**src/rtl/ofdm_rep_pkg.sv**
```systemverilog
// Package: shared types of the OFDM symbol sample repeater.
// Assumes nothing beyond IEEE 1800-2017 enum support.
package ofdm_rep_pkg;

    // Controller phases: waiting for a start, storing a symbol, replaying it.
    typedef enum logic [1:0] {
        ST_IDLE = 2'd0,
        ST_FILL = 2'd1,
        ST_PLAY = 2'd2
    } rep_state_e;

endpackage

```
**src/rtl/ofdm_rep_len_decode.sv**
```systemverilog
// Module: ofdm_rep_len_decode
// Turns a power-of-two symbol length into its last index and the number of
// whole-symbol copies needed to reach MAX_LEN. The copy count is a shift by
// log2(MAX_LEN) - log2(len), so no divider is built.
// Assumes len is a power of two in [8, MAX_LEN]; other values give
// undefined counts.
module ofdm_rep_len_decode #(
    parameter int MAX_LEN = 64,
    parameter int LEN_W   = $clog2(MAX_LEN) + 1,
    parameter int IDX_W   = $clog2(MAX_LEN)
) (
    input  logic [LEN_W-1:0] len,
    output logic [IDX_W-1:0] last_idx,
    output logic [LEN_W-1:0] reps
);
    localparam int LOG_MAX = $clog2(MAX_LEN);

    logic [LEN_W-1:0] log_len;

    // Priority search for the set bit of the length: its position is log2.
    always_comb begin
        log_len = '0;
        for (int b = 0; b < LEN_W; b++) begin
            if (len[b]) begin
                log_len = LEN_W'(b);
            end
        end
    end

    // Copy count and last index derived from the decoded logarithm.
    always_comb begin
        reps     = LEN_W'(1) << (LEN_W'(LOG_MAX) - log_len);
        last_idx = IDX_W'(len - LEN_W'(1));
    end

endmodule

```
**src/rtl/ofdm_rep_store.sv**
```systemverilog
// Module: ofdm_rep_store
// Single-symbol sample memory with one write port and one read port. Read
// data is registered, so it appears one cycle after the read request.
// Assumes the reader never addresses an entry in the same cycle it is
// written; the controller guarantees this because a symbol is complete
// before its replay begins.
module ofdm_rep_store #(
    parameter int DEPTH = 64,
    parameter int WORD_W = 32,
    parameter int ADDR_W = $clog2(DEPTH)
) (
    input  logic              clk,
    input  logic              wr_en,
    input  logic [ADDR_W-1:0] wr_addr,
    input  logic [WORD_W-1:0] wr_data,
    input  logic              rd_en,
    input  logic [ADDR_W-1:0] rd_addr,
    output logic [WORD_W-1:0] rd_data
);
    logic [WORD_W-1:0] mem [DEPTH];

    // Store one sample per write request.
    always_ff @(posedge clk) begin
        if (wr_en) begin
            mem[wr_addr] <= wr_data;
        end
    end

    // Registered read of the requested entry.
    always_ff @(posedge clk) begin
        if (rd_en) begin
            rd_data <= mem[rd_addr];
        end
    end

endmodule

```
**src/rtl/ofdm_rep_ctrl.sv**
```systemverilog
// Module: ofdm_rep_ctrl
// Sequencer of the repeater. It latches the symbol length at the start
// marker and steps the write index while the symbol fills. It then steps the
// read index and the copy counter until every copy has been read. Input
// is ignored while replaying. A start marker during a fill restarts capture.
// Assumes last_idx and reps come from a decoder fed by len_q.
module ofdm_rep_ctrl
    import ofdm_rep_pkg::*;
#(
    parameter int MAX_LEN = 64,
    parameter int LEN_W   = $clog2(MAX_LEN) + 1,
    parameter int IDX_W   = $clog2(MAX_LEN)
) (
    input  logic             clk,
    input  logic             rst_n,
    input  logic             in_valid,
    input  logic             in_start,
    input  logic [LEN_W-1:0] fft_len,
    input  logic [IDX_W-1:0] last_idx,
    input  logic [LEN_W-1:0] reps,
    output logic [LEN_W-1:0] len_q,
    output logic             wr_en,
    output logic [IDX_W-1:0] wr_addr,
    output logic             rd_en,
    output logic [IDX_W-1:0] rd_addr,
    output logic             rd_first
);
    rep_state_e       state;
    logic [IDX_W-1:0] wr_idx;
    logic [IDX_W-1:0] rd_idx;
    logic [LEN_W-1:0] rep;
    logic             take_start;
    logic             fill_last;
    logic             play_last;

    // Decode of this cycle's events.
    always_comb begin
        take_start = in_valid && in_start && (state != ST_PLAY);
        fill_last  = (state == ST_FILL) && in_valid && !in_start && (wr_idx == last_idx);
        play_last  = (state == ST_PLAY) && (rd_idx == last_idx) && (rep == reps - LEN_W'(1));
    end

    // Memory port requests for this cycle.
    always_comb begin
        wr_en    = take_start || ((state == ST_FILL) && in_valid);
        wr_addr  = take_start ? '0 : wr_idx;
        rd_en    = (state == ST_PLAY);
        rd_addr  = rd_idx;
        rd_first = (state == ST_PLAY) && (rd_idx == '0) && (rep == '0);
    end

    // Phase register, length latch and index counters.
    always_ff @(posedge clk) begin
        if (!rst_n) begin
            state  <= ST_IDLE;
            len_q  <= LEN_W'(MAX_LEN);
            wr_idx <= '0;
            rd_idx <= '0;
            rep    <= '0;
        end else if (take_start) begin
            state  <= ST_FILL;
            len_q  <= fft_len;
            wr_idx <= IDX_W'(1);
        end else begin
            case (state)
                ST_FILL: begin
                    if (fill_last) begin
                        state  <= ST_PLAY;
                        rd_idx <= '0;
                        rep    <= '0;
                    end else if (in_valid) begin
                        wr_idx <= wr_idx + IDX_W'(1);
                    end
                end
                ST_PLAY: begin
                    if (rd_idx == last_idx) begin
                        rd_idx <= '0;
                        rep    <= rep + LEN_W'(1);
                        if (play_last) begin
                            state <= ST_IDLE;
                        end
                    end else begin
                        rd_idx <= rd_idx + IDX_W'(1);
                    end
                end
                default: state <= ST_IDLE;
            endcase
        end
    end

    // the fill index never passes the last entry nor re-enters index 0.
    a_r2_fill_in_range: assert property (@(posedge clk) disable iff (!rst_n)
        (state == ST_FILL) |-> ((wr_idx <= last_idx) && (wr_idx != '0)));

    // replay stays inside the stored symbol and the copy count.
    a_r4_play_in_range: assert property (@(posedge clk) disable iff (!rst_n)
        (state == ST_PLAY) |-> ((rd_idx <= last_idx) && (rep < reps)));

endmodule

```
**src/rtl/ofdm_sym_repeater.sv**
```systemverilog
// Module: ofdm_sym_repeater (top)
// Expands one frequency-domain symbol of run-time length fft_len into
// MAX_FFT_LEN samples by whole-symbol repetition. The symbol is stored first,
// then replayed MAX_FFT_LEN/fft_len times with a continuous valid.
// Assumes fft_len is a power of two in [8, MAX_FFT_LEN] and that a new symbol
// is not started while an expansion runs (such input is dropped).
module ofdm_sym_repeater #(
    parameter int DATA_W      = 16,
    parameter int MAX_FFT_LEN = 64,
    parameter int LEN_W       = $clog2(MAX_FFT_LEN) + 1
) (
    input  logic              clk,
    input  logic              rst_n,
    input  logic [DATA_W-1:0] in_re,
    input  logic [DATA_W-1:0] in_im,
    input  logic              in_valid,
    input  logic              in_start,
    input  logic [LEN_W-1:0]  fft_len,
    output logic [DATA_W-1:0] out_re,
    output logic [DATA_W-1:0] out_im,
    output logic              out_valid,
    output logic              out_start
);
    localparam int IDX_W  = $clog2(MAX_FFT_LEN);
    localparam int WORD_W = 2 * DATA_W;

    logic [LEN_W-1:0]  len_q;
    logic [IDX_W-1:0]  last_idx;
    logic [LEN_W-1:0]  reps;
    logic              wr_en;
    logic [IDX_W-1:0]  wr_addr;
    logic              rd_en;
    logic [IDX_W-1:0]  rd_addr;
    logic              rd_first;
    logic [WORD_W-1:0] rd_data;
    logic [LEN_W-1:0]  burst_cnt;

    ofdm_rep_len_decode #(
        .MAX_LEN (MAX_FFT_LEN),
        .LEN_W   (LEN_W),
        .IDX_W   (IDX_W)
    ) len_dec_i (
        .len      (len_q),
        .last_idx (last_idx),
        .reps     (reps)
    );

    ofdm_rep_ctrl #(
        .MAX_LEN (MAX_FFT_LEN),
        .LEN_W   (LEN_W),
        .IDX_W   (IDX_W)
    ) ctrl_i (
        .clk      (clk),
        .rst_n    (rst_n),
        .in_valid (in_valid),
        .in_start (in_start),
        .fft_len  (fft_len),
        .last_idx (last_idx),
        .reps     (reps),
        .len_q    (len_q),
        .wr_en    (wr_en),
        .wr_addr  (wr_addr),
        .rd_en    (rd_en),
        .rd_addr  (rd_addr),
        .rd_first (rd_first)
    );

    ofdm_rep_store #(
        .DEPTH  (MAX_FFT_LEN),
        .WORD_W (WORD_W),
        .ADDR_W (IDX_W)
    ) store_i (
        .clk     (clk),
        .wr_en   (wr_en),
        .wr_addr (wr_addr),
        .wr_data ({in_re, in_im}),
        .rd_en   (rd_en),
        .rd_addr (rd_addr),
        .rd_data (rd_data)
    );

    // Output qualifiers aligned with the registered read data.
    always_ff @(posedge clk) begin
        if (!rst_n) begin
            out_valid <= 1'b0;
            out_start <= 1'b0;
        end else begin
            out_valid <= rd_en;
            out_start <= rd_first;
        end
    end

    // Split of the stored word into its two parts.
    always_comb begin
        out_re = rd_data[WORD_W-1:DATA_W];
        out_im = rd_data[DATA_W-1:0];
    end

    // Count of samples already emitted in the current burst (checks only).
    always_ff @(posedge clk) begin
        if (!rst_n || !out_valid) begin
            burst_cnt <= '0;
        end else begin
            burst_cnt <= out_start ? LEN_W'(1) : burst_cnt + LEN_W'(1);
        end
    end

    // the start flag only ever marks a valid sample.
    a_r5_start_is_valid: assert property (@(posedge clk) disable iff (!rst_n)
        out_start |-> out_valid);

    // a burst begins only after valid has been low.
    a_r5_start_after_idle: assert property (@(posedge clk) disable iff (!rst_n)
        out_start |-> !$past(out_valid));

    // valid holds until all MAX_FFT_LEN samples of the burst are out.
    a_r5_no_gap: assert property (@(posedge clk) disable iff (!rst_n)
        (out_valid && (burst_cnt != LEN_W'(MAX_FFT_LEN - 1))) |=> out_valid);

    // a burst never runs past MAX_FFT_LEN samples.
    a_r4_burst_cap: assert property (@(posedge clk) disable iff (!rst_n)
        (out_valid && !out_start) |-> ((burst_cnt != '0) && (burst_cnt < LEN_W'(MAX_FFT_LEN))));

endmodule

```
**config.mk**
```make
export PLATFORM = sky130hd
export DESIGN_NAME = ofdm_sym_repeater
export DESIGN_NICKNAME = d
export VERILOG_FILES = /design/src/rtl/ofdm_rep_pkg.sv /design/src/rtl/ofdm_rep_len_decode.sv /design/src/rtl/ofdm_rep_store.sv /design/src/rtl/ofdm_rep_ctrl.sv /design/src/rtl/ofdm_sym_repeater.sv
export SDC_FILE = /design/constraint.sdc
export NUM_CORES = 2
export LEC_CHECK = 0
export BUFFER_PORTS_ARGS = -buffer_cell sky130_fd_sc_hd__buf_2
export CELL_PAD_IN_SITES_DETAIL_PLACEMENT = 0
export CELL_PAD_IN_SITES_GLOBAL_PLACEMENT = 1
export CORE_ASPECT_RATIO = 0.75
export CORE_MARGIN = 2
export CORE_UTILIZATION = 60
export CTS_BUF_LIST = sky130_fd_sc_hd__clkbuf_16
export DETAILED_ROUTE_END_ITERATION = 6
export GPL_ROUTABILITY_DRIVEN = 0
export PLACE_DENSITY = 0.87
export SLEW_MARGIN = 20
export SYNTH_ARGS = -nofsm -noshare
export SYNTH_HDL_FRONTEND = slang
export SYNTH_SLANG_ARGS = --single-unit
```
**constraint.sdc**
```tcl
create_clock -name clk -period 8.1 [get_ports clk]
set_input_delay 2.025 -clock clk [delete_from_list [all_inputs] [get_ports clk]]
set_output_delay 2.025 -clock clk [all_outputs]
set_load 0.005 [all_outputs]
```
Word level (Yosys, flattened, before mapping) --
Memories as Yosys holds them, arrays and structs flattened. A register that Yosys moved wholly into a read port is not among the register bits. Cells that the tools add are included.
Storage, ports and cells: bits in registers 30, bits in writable memories 2048, input bits 43, output and inout port bits 34, word-level logic and storage cells 80, memories kept 1
Memory list:
- store_i.mem | words 64, width 32, rd ports 1, clocked after memory_dff 1, write ports 1, RTL line ofdm_rep_store.sv:20 | logic [WORD_W-1:0] mem [DEPTH];
Cells by class: $add $sub $neg 6, equal/unequal tests 13, shift operators 1, multiplexer cells 24, bitwise logic cells 3, reduce and logical (&&, ||, !) cells 23
Operator list (count):
- 2-to-1 mux 6 bit | 3
- AND reduction 3 bit | 5
- 2-to-1 mux 7 bit | 2
- one-hot mux 7 bit (2 select lines) | 1
- adder 6 x 1 -> 6 bit, second input constant | 2
- == test 6 bit | 2
- one-hot mux 6 bit (2 select lines) | 1
- 2-to-1 mux 2 bit | 5
- logical AND 1 bit | 9
- 2-to-1 mux 3 bit | 3
- inequality test 3 x 1 -> 1 bit, second input constant | 3
- 2-to-1 mux 1 bit | 8
- inequality test 2 x 1 -> 1 bit, second input constant | 4
- adder 7 x 1 -> 7 bit, second input constant | 1
- == test 7 bit | 1
- zero test 7 bit | 1
- left shift 1 x 7 -> 7 bit, first input constant | 1
- subtractor 7 x 1 -> 7 bit, second input constant | 1
- zero test 6 bit | 1
- nonzero test 2 bit | 3
- subtractor 6 x 1 -> 6 bit, second input constant | 1
- one-hot mux 2 bit (2 select lines) | 1
- AND reduction 4 bit | 1
- subtractor 3 x 3 -> 4 bit, first input constant | 1
- 7 further kinds | 9

Depth between registers and ports, before layout --
depth after elaboration 15, gate-level depth with buffers 17, depth with buffers taken out 15

Cells and area by module --
A second synthesis with hierarchy kept.
Unflattened totals: cell total of the unflattened synthesis 3596, area, all modules 81029.0 um^2
Modules (own cells, without submodules):
- ofdm_rep_store | times used 1, cells an instance 3324, area an instance 78835.6 um^2, seq. area each 62459.9 um^2
- ofdm_rep_ctrl | times used 1, cells an instance 231, area an instance 1894.3 um^2, seq. area each 560.5 um^2
- ofdm_rep_len_decode | times used 1, cells an instance 37, area an instance 246.5 um^2, seq. area each 0.0 um^2
- ofdm_sym_repeater | times used 1, cells an instance 4, area an instance 52.6 um^2, seq. area each 40.0 um^2

Worst setup path after synthesis --
No wires, ideal clock.
kind input to register, start point input port in_start, end point memory store_i.mem[33][0], enable pin, setup time 0.461 ns, arrival time 4.967 ns, required time 7.639 ns, path slack 2.672 ns, stages on the path 7, path buffers 0, path through nand2_1 nor2_1 nor2_1 nand4_1 inv_1 nand2_1 nor3_1
Between the ends: word-level cells in the longest chain between the ends 5, elaborated cells between the ends (all ways) 6, those cells by class mux (3); reduce/logical (3)
RTL lines:
- from (decl) | RTL line ofdm_sym_repeater.sv:17 | input logic in_start,
- logical AND 1 bit (*) (2 in series) | RTL line ofdm_rep_ctrl.sv:38 | take_start = in_valid && in_start && (state != ST_PLAY);
- logical OR 1 bit | RTL line ofdm_rep_ctrl.sv:45 | wr_en = take_start || ((state == ST_FILL) && in_valid);
- 2-to-1 mux 1 bit | RTL line ofdm_rep_store.sv:24 | if (wr_en) begin
- 2-to-1 mux 1 bit (not written as such) | RTL line ofdm_rep_store.sv:25 | mem[wr_addr] <= wr_data;
- to (decl) | RTL line ofdm_rep_store.sv:20
Mark *: on every way between the ends. The rest lies on a longest branch, timed or not.

Worst setup path in the final report --
start point input port in_valid, end point memory store_i.mem[31][3], enable pin
Between the ends: word-level cells in the longest chain between the ends 5, elaborated cells between the ends (all ways) 7, those cells by class mux (3); reduce/logical (4)
RTL lines:
- from (decl) | RTL line ofdm_sym_repeater.sv:16 | input logic in_valid,
- logical AND 1 bit (2 in series) | RTL line ofdm_rep_ctrl.sv:38
- logical OR 1 bit | RTL line ofdm_rep_ctrl.sv:45
- 2-to-1 mux 1 bit | RTL line ofdm_rep_store.sv:24
- 2-to-1 mux 1 bit (not written as such) | RTL line ofdm_rep_store.sv:25
Several ways; a longest one is shown, not always the timed one.

==> run summary <==
Counting both buffers and inverters, the worst setup path holds a total of 3. The tool flagged a number of max-cap violations equal to 0. On the final layout, the worst hold slack is 520 ps. In this run the tightest slew margin relative to its limit is 29.3%. The number of different library cells used by synthesis comes to 64. The number of placed instances, taps included, is 5087. Synthesis produced 3315 cells.

The initialized floorplan defines 116 standard-cell rows. The logs give 38919 for the via count of the first global-routing pass and 0 for the post-CTS setup repair buffer count. The slowest stage of the critical path belongs to the cell sky130_fd_sc_hd__nor2_4. Width of the die: 428 µm.

The tools report the end of the worst hold path as ctrl_i.rep[6]. In this run, the number of DRC markers left after iteration 0 of detailed routing was 6402. The worst hold path passes through 2 cells. The finished layout holds 5435 standard cells, fillers aside. The fraction of registers with async set or reset after synthesis is 0%, and the fraction of layout cells with a size suffix above 1 is 32.4%. The final antenna-violating net count is 0. The wire length of the first global-routing pass was 304 mm; the via-per-instance ratio was 7.25. The clock tree skew after final layout was 27.9 ps. The most prevalent standard cell on the critical path was sky130_fd_sc_hd__buf_4.

The die height was 322 µm; the total vias in the final route was 39390. TritonCTS built the clock tree. In the routed design, unresolved DRC markers number 0. Post-route minimum period: 4890 ps. The synthesized net count is 3371. The worst setup path is captured at a register. The synthesis-to-layout area growth works out to 11.6%. The critical path's largest stage delay came out at 900 ps. In this run the tool buffered the top-level ports with 76 buffer cells.

The clock-pin transition on the worst setup and hold timing paths was 70 ps. The all-layer global routing usage is 31.9%, and the initial antenna violation count is 27. Top cell family by delay on the critical path: simple AND/OR/NAND/NOR gates. The critical path is of the input port to register type. Before antenna repair, the detailed router went through 5 iterations. The max-slew violation count is 0. Most frequent standard cell in the layout excluding fill and tap cells: sky130_fd_sc_hd__edfxtp_1. The total leakage power is 26.9 nW. For the data required time of the worst path, the log shows 8570 ps. The clock reaches the later pin of the worst-skew pair after 820 ps.

Based on the critical path, the design can be clocked at up to 204 MHz. The logs give 43.1% for the global routing usage on met1 and 3 for the buffer levels on the longest clock path. The source of the worst register-to-register timing path was ctrl_i.state[0]. The overall die area was 138000 µm². For the routed wire length, the log shows 216 mm.

The number of synthesized flops with an enable pin is 2080. The most frequently used flop master after synthesis was sky130_fd_sc_hd__edfxtp_1. The buffer cell driving the clock tree root is sky130_fd_sc_hd__clkbuf_16. The count of state elements after synthesis came out at 2110. The most used routing layer was met2. Data on the critical path arrives at its endpoint at 5360 ps.

The logs give 182 for the number of CTS-inserted buffers and 81000 µm² for the synthesized cell area. Setup violations remaining at the end of the flow were counted as 0. The run gives 3350 ps as the setup slack of the worst register-to-register path. Leaving out fill and tap cells, the most frequent cells in the layout are sky130_fd_sc_hd__edfxtp_1, sky130_fd_sc_hd__mux4_2, sky130_fd_sc_hd__clkbuf_16, sky130_fd_sc_hd__buf_4, sky130_fd_sc_hd__buf_2.

The worst hold path belongs to the class register to register. For the hold violation total from the final report, the log shows 0. A synthesized cell averages 24.4 µm². The Yosys step of the flow raised 0 warnings. The run finished with clean final reports. The maximum fanout encountered on the critical timing path came out at 18. The total overflow left after global routing is 0. For this design the ratio of total power to cell area is 231 nW/µm². In this run the critical register-to-register path is captured at store_i.mem[31][3]. For this configuration, the core starts out at a cell density of 60.6%. The number of H-tree branching levels is 4, and the routed length per placed instance is 39.8 µm.

The post-route clock period utilization is 60.4%, and the path depth of the worst reg2reg path is 9. After synthesis, flip-flops and latches occupy 77.8% of the total area. The signal on the critical path passes through buf_2, nand2_1, nor2_1, buf_4, nor3b_1, nand3_1, nor2_4, buf_4.

For the core region area, the log shows 134000 µm². Setup repair after global routing left no endpoint under its margin. The top-level I/O count was 77; the pin count of the biggest net entering global routing was 155. Count of cells resized by post-cts repair: 0. Global routing used 11.0% of the available met3 tracks.

In the final design database the tool counted 3565 nets. The half-perimeter wire length after placement was 113 mm. The sum of negative setup slack came out at 0 ps.

The number of hold buffers added after CTS was 0. Global routing used 48.9% of the available met2 tracks. The worst setup path is launched from an input port. The transition time at the pin with the least slew margin is 1060 ps. For the number of clock sinks, the log shows 2110. VDD sags by at most 0.212 mV. The startpoint identified for the worst hold timing path is ctrl_i.rep[6].
[per-stage QoR]
stage | util, % | setup slack, ps | area (µm²) | power (mW)
2_1_floorplan | - | 2670 | 81000 | 12.3
3_3_place_gp | 62.9 | 2890 | 84100 | 12.5
3_5_place_dp | 63.2 | 2760 | 84500 | 12.6
4_1_cts | 67.5 | 3510 | 90200 | 20.9
5_1_grt | 67.6 | 3220 | 90400 | 21.3
6_report | 67.6 | 3210 | 90400 | 20.9
[synth_stat cells (3+ instances only)]
| cell | n | area share, % |
|---|---|---|
| sky130_fd_sc_hd__edfxtp_1 | 2080 | 77 |
| sky130_fd_sc_hd__mux4_2 | 661 | 18 |
| sky130_fd_sc_hd__nor2_1 | 80 | 0.37 |
| sky130_fd_sc_hd__clkbuf_1 | 72 | 0.33 |
| sky130_fd_sc_hd__buf_2 | 68 | 0.42 |
| sky130_fd_sc_hd__nand2_1 | 35 | 0.16 |
| sky130_fd_sc_hd__buf_1 | 32 | 0.15 |
| sky130_fd_sc_hd__dfxtp_1 | 30 | 0.74 |
| sky130_fd_sc_hd__a21oi_1 | 28 | 0.17 |
| sky130_fd_sc_hd__nor2b_1 | 21 | 0.16 |
| sky130_fd_sc_hd__inv_1 | 18 | 0.083 |
| sky130_fd_sc_hd__a211oi_1 | 17 | 0.16 |
| sky130_fd_sc_hd__xnor2_1 | 14 | 0.15 |
| sky130_fd_sc_hd__ha_1 | 13 | 0.20 |
| sky130_fd_sc_hd__mux2i_1 | 13 | 0.16 |
| sky130_fd_sc_hd__nand3_1 | 13 | 0.080 |
| sky130_fd_sc_hd__o21ai_0 | 13 | 0.080 |
| sky130_fd_sc_hd__nor3_1 | 9 | 0.056 |
| sky130_fd_sc_hd__nand2b_1 | 7 | 0.054 |
| sky130_fd_sc_hd__xor2_1 | 7 | 0.076 |
| sky130_fd_sc_hd__and3_1 | 6 | 0.046 |
| sky130_fd_sc_hd__nand4_1 | 6 | 0.046 |
| sky130_fd_sc_hd__or3_1 | 5 | 0.039 |
| sky130_fd_sc_hd__xnor3_1 | 5 | 0.14 |
| sky130_fd_sc_hd__nor3b_1 | 4 | 0.037 |
| sky130_fd_sc_hd__a211o_1 | 3 | 0.032 |
| sky130_fd_sc_hd__a22oi_1 | 3 | 0.028 |
| sky130_fd_sc_hd__nor4_1 | 3 | 0.023 |
[worst max path at each step]
stage | startpoint | depth (start not counted) | to | slack, ps
finish | in_valid | 8 | store_i.mem[31][3] | 3210
detailed placement | in_valid | 8 | store_i.mem[31][3] | 2760
floorplan | in_start | 7 | store_i.mem[33][0] | 2670
global route | ctrl_i.len_q[4] | 15 | ctrl_i.state[1] | 3220
CTS | in_valid | 8 | store_i.mem[31][3] | 3510
global placement | in_valid | 7 | store_i.mem[54][12] | 2890
[kinds of logic after synthesis]
kind of cell,Yosys count,synth area share (%)
XOR/XNOR,26,0.366
AO/OA/AOI/OAI,87,0.727
adder cells (fa/ha/maj),13,0.201
AND/OR/NAND/NOR,211,1.34
flip-flops,2110,77.8
buffers and inverters,193,1.01
multiplexers,675,18.5
[routing by layer]
layer | vias to the layer above | part of all wire (%)
met5 | - | 0.094
met4 | 32 | 3.9
met1 | 20687 | 34
met3 | 503 | 14
met2 | 3440 | 47
li1 | 14728 | -
[worst min-delay path, delay by kind of cell, from the launching register on]
| family | cells | cell delay, ps |
|---|---|---|
| DFF | 1 | 330 |
| AOI/OAI and AO/OA | 2 | 140 |
[power breakdown]
group          internal (mW)  switching (mW)  total, mW
clock                   4.59            3.97       8.56
sequential              12.0         0.00819       12.0
combinational         0.0683           0.263      0.332
[registers in the layout, indices dropped and copies added, names as in the netlist]
name / cells
store_i.mem: 2048
store_i.rd_data: 32
ctrl_i.len_q: 7
ctrl_i.rep: 7
ctrl_i.rd_addr: 6
ctrl_i.wr_idx: 6
ctrl_i.state: 2
out_start: 1
out_valid: 1
[final cells by class]
class | count | area, µm²
Multi-Input combinational cell | 1012 | 17600
Fill cell | 7573 | 43200
Clock buffer | 186 | 4650
Sequential cell | 2110 | 63100
Timing Repair Buffer | 184 | 1690
Inverter | 19 | 71.3
Tap cell | 1770 | 2210
Antenna cell | 8 | 20.0
Clock inverter | 146 | 1060
Power figures use the tool's default switching activity.
